File: src/rtl/mbox_irq_pkg.sv
package mbox_irq_pkg;

   typedef enum logic {
      SIDE_LEFT  = 1'b0,
      SIDE_RIGHT = 1'b1
   } side_e;

   localparam int MIN_ADDR_W = 2;

endpackage

File: src/rtl/mbox_port_decode.sv
module mbox_port_decode
   import mbox_irq_pkg::*;
#(
   parameter int    ADDR_W = 14,
   parameter side_e SIDE   = SIDE_LEFT
) (
   input  logic              cs,
   input  logic              we,
   input  logic              busy,
   input  logic [ADDR_W-1:0] addr,
   output logic              peer_set,
   output logic              own_clr
);

   localparam logic [ADDR_W-1:0] TOP_ADDR   = '1;
   localparam logic [ADDR_W-1:0] BELOW_ADDR = TOP_ADDR - 1'b1;
   localparam logic [ADDR_W-1:0] OWN_ADDR   = (SIDE == SIDE_RIGHT) ? TOP_ADDR : BELOW_ADDR;
   localparam logic [ADDR_W-1:0] PEER_ADDR  = (SIDE == SIDE_RIGHT) ? BELOW_ADDR : TOP_ADDR;

   logic live;

   assign live     = cs & ~busy;
   assign peer_set = live &  we & (addr == PEER_ADDR);
   assign own_clr  = live & ~we & (addr == OWN_ADDR);

endmodule

File: src/rtl/mbox_irq_flag.sv
module mbox_irq_flag #(
   parameter bit SET_WINS = 1'b1
) (
   input  logic clk,
   input  logic rst_n,
   input  logic set,
   input  logic clr,
   output logic irq_n
);

   logic pend_q;
   logic pend_d;

   generate
      if (SET_WINS) begin : g_set_first
         always_comb pend_d = set | (pend_q & ~clr);
      end else begin : g_clr_first
         always_comb pend_d = ~clr & (pend_q | set);
      end
   endgenerate

   always_ff @(posedge clk or negedge rst_n) begin
      if (!rst_n) pend_q <= 1'b0;
      else        pend_q <= pend_d;
   end

   assign irq_n = ~pend_q;

endmodule

File: src/rtl/mbox_irq_ctrl.sv
module mbox_irq_ctrl
   import mbox_irq_pkg::*;
#(
   parameter int ADDR_W   = 14,
   parameter bit SET_WINS = 1'b1
) (
   input  logic              clk,
   input  logic              rst_n,
   input  logic              l_cs,
   input  logic              l_we,
   input  logic [ADDR_W-1:0] l_addr,
   input  logic              l_busy,
   input  logic              r_cs,
   input  logic              r_we,
   input  logic [ADDR_W-1:0] r_addr,
   input  logic              r_busy,
   output logic              l_irq_n,
   output logic              r_irq_n
);

   localparam int NSIDE = 2;

   generate
      if (ADDR_W < MIN_ADDR_W) begin : g_bad_width
         $error("mbox_irq_ctrl: ADDR_W must be at least %0d", MIN_ADDR_W);
      end
   endgenerate

   logic [NSIDE-1:0]  cs_v;
   logic [NSIDE-1:0]  we_v;
   logic [NSIDE-1:0]  busy_v;
   logic [ADDR_W-1:0] addr_v [NSIDE];
   logic [NSIDE-1:0]  peer_set_v;
   logic [NSIDE-1:0]  own_clr_v;
   logic [NSIDE-1:0]  irq_n_v;

   assign cs_v      = {r_cs, l_cs};
   assign we_v      = {r_we, l_we};
   assign busy_v    = {r_busy, l_busy};
   assign addr_v[0] = l_addr;
   assign addr_v[1] = r_addr;

   generate
      for (genvar s = 0; s < NSIDE; s++) begin : g_side
         mbox_port_decode #(
            .ADDR_W (ADDR_W),
            .SIDE   ((s == 0) ? SIDE_LEFT : SIDE_RIGHT)
         ) u_dec (
            .cs       (cs_v[s]),
            .we       (we_v[s]),
            .busy     (busy_v[s]),
            .addr     (addr_v[s]),
            .peer_set (peer_set_v[s]),
            .own_clr  (own_clr_v[s])
         );

         mbox_irq_flag #(
            .SET_WINS (SET_WINS)
         ) u_flag (
            .clk   (clk),
            .rst_n (rst_n),
            .set   (peer_set_v[NSIDE-1-s]),
            .clr   (own_clr_v[s]),
            .irq_n (irq_n_v[s])
         );
      end
   endgenerate

   assign l_irq_n = irq_n_v[0];
   assign r_irq_n = irq_n_v[1];

endmodule

File: config.mk
export PLATFORM = sky130hd
export DESIGN_NAME = mbox_irq_ctrl
export DESIGN_NICKNAME = d
export VERILOG_FILES = /design/src/rtl/mbox_irq_pkg.sv /design/src/rtl/mbox_port_decode.sv /design/src/rtl/mbox_irq_flag.sv /design/src/rtl/mbox_irq_ctrl.sv
export SDC_FILE = /design/constraint.sdc
export NUM_CORES = 1
export LEC_CHECK = 0
export CAP_MARGIN = 20
export CORE_AREA = 5 5 42 44
export DETAILED_ROUTE_END_ITERATION = 6
export DIE_AREA = 0 0 47 49
export HOLD_SLACK_MARGIN = 0.06
export PLACE_DENSITY = 0.65
export SLEW_MARGIN = 20
export SYNTH_ARGS = -nofsm -noshare
export SYNTH_HDL_FRONTEND = slang
export SYNTH_SLANG_ARGS = --single-unit
File: constraint.sdc
create_clock -name clk -period 0.9 [get_ports clk]
set_clock_uncertainty 0.15 [all_clocks]
set_input_delay 0.09 -clock clk [delete_from_list [all_inputs] [get_ports clk]]
set_output_delay 0.09 -clock clk [all_outputs]
set_load 0.01 [all_outputs]
* Word level (Yosys, flattened, before mapping) *
Index checks and enable logic that the tools add are counted.
W data, S select, Z words.

storage, ports and cells
  output and inout bits = 2
  logic and storage cells = 28
  bits in registers = 2

operators by class
  eq/ne operators = 4
  bitwise gates (word level) = 22

operators with widths
  cell                    number
  $eq A14 B14 Y1 const B  4
  $and A1 B1 Y1           12
  $not A1 Y1              8
  $or A1 B1 Y1            2

* Depth between registers and ports, before layout *
  depth after elaboration = 7
  depth in mapped cells = 4
  depth with buffers taken out = 4

* Hierarchy *
Synthesis repeated with hierarchy kept, for this count alone.

second synthesis, totals
  cell total of the unflattened synthesis = 20
  area total of the unflattened synthesis = 182.7 sq um

modules (own cells, without submodules)
  module                              area an instance (sq um)  seq. area each (sq um)  instances  cells each
  mbox_irq_flag                       40.0                      25.0                    2          3
  mbox_port_decode (g_side[0].u_dec)  52.6                      0.0                     1          7
  mbox_port_decode (g_side[1].u_dec)  50.0                      0.0                     1          7

* Worst setup path before layout *
OpenSTA, ideal clock, no wires.

  path kind = input port to flip-flop
  start = input l_busy
  end = register g_side[0].u_flag.pend_q
  required time = 627 ps
  data arrival time = 779 ps
  stages on the path = 4
  slack = -152 ps
  cells stage by stage = nand4b_1 nor4_2 nor3b_2 o21ai_1

between the ends
  cells in the longest elaborated chain, start to end = 7

RTL lines
  element                      RTL line                text
  start, declared              mbox_irq_ctrl.sv:12     input logic l_busy,
  $not A1 Y1                   mbox_port_decode.sv:22  assign live = cs & ~busy;
  $and A1 B1 Y1                mbox_port_decode.sv:22
  $and A1 B1 Y1 (2 in a row)   mbox_port_decode.sv:24  assign own_clr = live & ~we & (addr == OWN_ADDR);
  $not A1 Y1                   mbox_irq_flag.sv:16     always_comb pend_d = set | (pend_q & ~clr);
  $and A1 B1 Y1                mbox_irq_flag.sv:16
  $or A1 B1 Y1                 mbox_irq_flag.sv:16
  via g_side[0].u_flag.pend_d  mbox_irq_flag.sv:12     logic pend_d;
  end signal, assigned         mbox_irq_flag.sv:24     else pend_q <= pend_d;
  end, declared                mbox_irq_flag.sv:11     logic pend_q;

The timed path passes the listed nets, and every way through them passes these cells.

* Final worst setup path *
  start = input r_busy
  end = register g_side[1].u_flag.pend_q

between the ends
  cells in the longest elaborated chain, start to end = 7

RTL lines
  element                      RTL line                text
  start, declared              mbox_irq_ctrl.sv:16     input logic r_busy,
  $not A1 Y1                   mbox_port_decode.sv:22
  $and A1 B1 Y1                mbox_port_decode.sv:22
  $and A1 B1 Y1 (2 in a row)   mbox_port_decode.sv:24
  $not A1 Y1                   mbox_irq_flag.sv:16
  $and A1 B1 Y1                mbox_irq_flag.sv:16
  $or A1 B1 Y1                 mbox_irq_flag.sv:16
  via g_side[1].u_flag.pend_d  mbox_irq_flag.sv:12
  end signal, assigned         mbox_irq_flag.sv:24
  end, declared                mbox_irq_flag.sv:11

The timed path passes the listed nets, and every way through them passes these cells.

==> impl_metrics.ini <==
[die]
io_pins = 38
die_area_sq_mm = 0.00230
initial_utilization_pct = 13.1
die_width_um = 47
fp.dieH_um = 49
core-area_sq_mm = 0.00140
core.rowCount = 14

[timing]
final.period_utilization_pct = 113
post-route-min-period_ns = 1.01
final.setup.worst_slack_ns = -0.113
timing.final.hold_violations = 0
max_slew_margin_pct = 84.1
setup_violations = 4
worst_pin_slew_ns = 0.236
fmaxAchievable_ghz = 0.987
grt_setup_unrepaired = yes
slew_viol_final = 0

[status]
outcome = complete, but fails checks
failed_checks = negative setup slack

[synth]
syn_avg_cell_area_sq_um = 9.68
yosys_warnings = 0
syn_area_sq_um = 184
synth-seq-area-share_pct = 27.2
synth_cell_types = 11
synth_cells = 19
synthesized_netlist_net_count = 55
synth_seq_cells = 2

[detailed_routing]
met1_length_um = 294
met3_length_um = 157
number_of_drc_violations_after_detailed_routing = 0
route.met2.wl_um = 445
number_of_nets_still_failing_antenna_checks_after_routing = 0
detail_route.first_pass.iterations = 1
avgViaCountPerCell = 4.20
detail_route.iter0.violations = 0
wl_um = 897
num_vias = 340
top_layer_reached_by_signal_wires = met3
drt-wirelength-per-cell_um = 11.1

[layout]
final_layout_size_suffix_gt1_share_pct = 43.1
finalNonFillerCells = 81
nNetsFinal = 103
syn2layout_area_growth_pct = 221
largest_register_ffs = 2
fillers = 163
multi_input_comb_area_sq_um = 140
finalInstanceArea_sq_um = 591
regArea_sq_um = 50.0
layout_top_registers = g_side.u_flag.pend_q: 2 flops
largest_register = g_side.u_flag.pend_q
most-common-layout-cells = dlygate4sd2_1 (13), buf_2 (7), clkdlybuf4s50_1 (5), clkdlybuf4s15_1 (5), buf_4 (5)
ant_diodes = 0
layout.cells.most_common = dlygate4sd2_1

[place]
gpl_congestion = 0.694
dpl.cell_count = 75
hpwlAfterDp_um = 796
post-place-ws_ns = -0.668
placement.io_buffers = 37
placed_cell_area_sq_um = 597

[global_routing]
grt-ovfl-total = 0
gr-usage-all-layers_pct = 9.37
antenna_found_initial = 0
number_of_global_route_vias_before_repair = 369
grt_max_degree = 3
grt_pass1_wl_um = 1480

[setup_path]
crit_path_start_kind = input pin
worst_path_largest_cell_delay_ns = 0.30
worst_reg_to_reg_path_cell_count = 2
timing.critical_path.cells = buf_6, nand3b_1, nor4_4, nand3b_1, a32o_1
cell_occurring_most_often_along_the_worst_timing_path = nand3b_1
worst-setup-path-type = input pin to flip-flop
worst_setup_path_startpoint = r_busy
crit-reg2reg-capture = g_side[1].u_flag.pend_q$_DFF_PN0_
critPathCaptureType = flip-flop
cp_data_required_time_ns = 0.86
r2r_start = g_side[1].u_flag.pend_q$_DFF_PN0_
critPathCapture = g_side[1].u_flag.pend_q$_DFF_PN0_
timing.critical_path.arrival_ns = 0.97
path_max_fanout = 2
r2r_setup_slack_ns = -0.05
slowest_stage = nor4_4

[job]
timing.max_cap.violations = 0

[clocking]
clockRootBuffer = clkbuf_4
tritoncts.num_buffers = 3
clock_slew_seen_by_the_registers_of_the_worst_setup_and_hold_paths_ns = 0.03
clock_tree_from_tritoncts = built
insertion_delay_ns = 0.22
cts-root-to-sink-buffers = 2
cts-htree-levels = 1
cts.sinks = 2

[pwr]
power.static_leakage_nw = 0.278
worst_voltage_drop_across_the_vdd_grid_mv = 0.266
power.density_mw_per_mm2 = 705

[min_path]
holdCritPathClass = input pin to flip-flop
[final cells by class]
class,count,share of cell area [%]
clock buffer,3,3.81
multi-input combinational,15,23.7
timing repair buffer,43,59.3
tap,16,3.39
inverter,2,1.27
sequential,2,8.47
[through the flow]
stage                     hold WS (ns)  setup TNS (ns)  power, mW  utilization (%)
after global routing             0.174          -0.576      0.470             42.1
after detailed placement         0.116           -1.81      0.261             42.6
after floorplan                 -0.356          -0.199      0.103                -
final                            0.177          -0.354      0.416             42.1
after global placement           0.117           -1.76      0.260             42.6
after CTS                        0.169          -0.446      0.432             41.5
[worst max-delay path: cells and delay by family]
kind	cells	cell delay (ns)
simple gates	3	0.59
buf+inv	1	0.08
compound gates	1	0.20
[synthesized netlist by cell type]
cell type  instances  area share (%)
dfrtp_1            2              27
nor4_2             2              14
nand4b_1           1             4.8
nand3b_1           3              12
nand4_1            4              14
a32o_1             1             5.4
inv_1              2             4.1
o21ai_1            1             2.7
nand3_1            1             2.7
nand4_2            1             6.8
nor3b_2            1             6.8
[report_power, final]
| group | total, mW | leakage [nW] | internal [mW] | switching [mW] |
|---|---|---|---|---|
| clock network | 0.196 | 0.0138 | 0.147 | 0.0494 |
| logic | 0.129 | 0.241 | 0.0950 | 0.0340 |
| registers | 0.0907 | 0.0227 | 0.0907 | 0.0000246 |
[cell families (layout without fill, tap and decap cells)]
group / count (synthesis) / count (layout) / synth area share [%]
flops: 2 / 2 / 27.2
compound gates: 2 / 2 / 8.16
buf+inv: 2 / 48 / 4.08
simple gates: 13 / 13 / 60.5
[what timing repair did]
action,in CTS,in global routing
buffers inserted,1,1
pin swaps,13,7
resized for setup,62,12
hold buffers,1,0
hold endpoints to repair,2,0
gates cloned,0,0
setup endpoints to repair,4,4
[worst min path at each step]
stage / from / to / slack (ns) / cells past startpoint
after floorplan: rst_n / g_side[0].u_flag.pend_q$_DFF_PN0_ / -0.36 / 0
final: r_addr[9] / g_side[1].u_flag.pend_q$_DFF_PN0_ / 0.18 / 5
after global routing: r_addr[6] / g_side[1].u_flag.pend_q$_DFF_PN0_ / 0.17 / 5
after detailed placement: rst_n / g_side[0].u_flag.pend_q$_DFF_PN0_ / 0.12 / 1
after CTS: r_addr[9] / g_side[1].u_flag.pend_q$_DFF_PN0_ / 0.17 / 5
after global placement: rst_n / g_side[0].u_flag.pend_q$_DFF_PN0_ / 0.12 / 1
[per-layer routing]
| layer | up-vias | global-route usage [%] |
|---|---|---|
| met2 | 23 | 14.9 |
| met1 | 144 | 7.91 |
| met5 | - | 0 |
| met3 | 0 | 7.01 |
| met4 | 0 | 5.53 |
| li1 | 173 | - |
No activity file was read; power rests on OpenSTA's default activity.
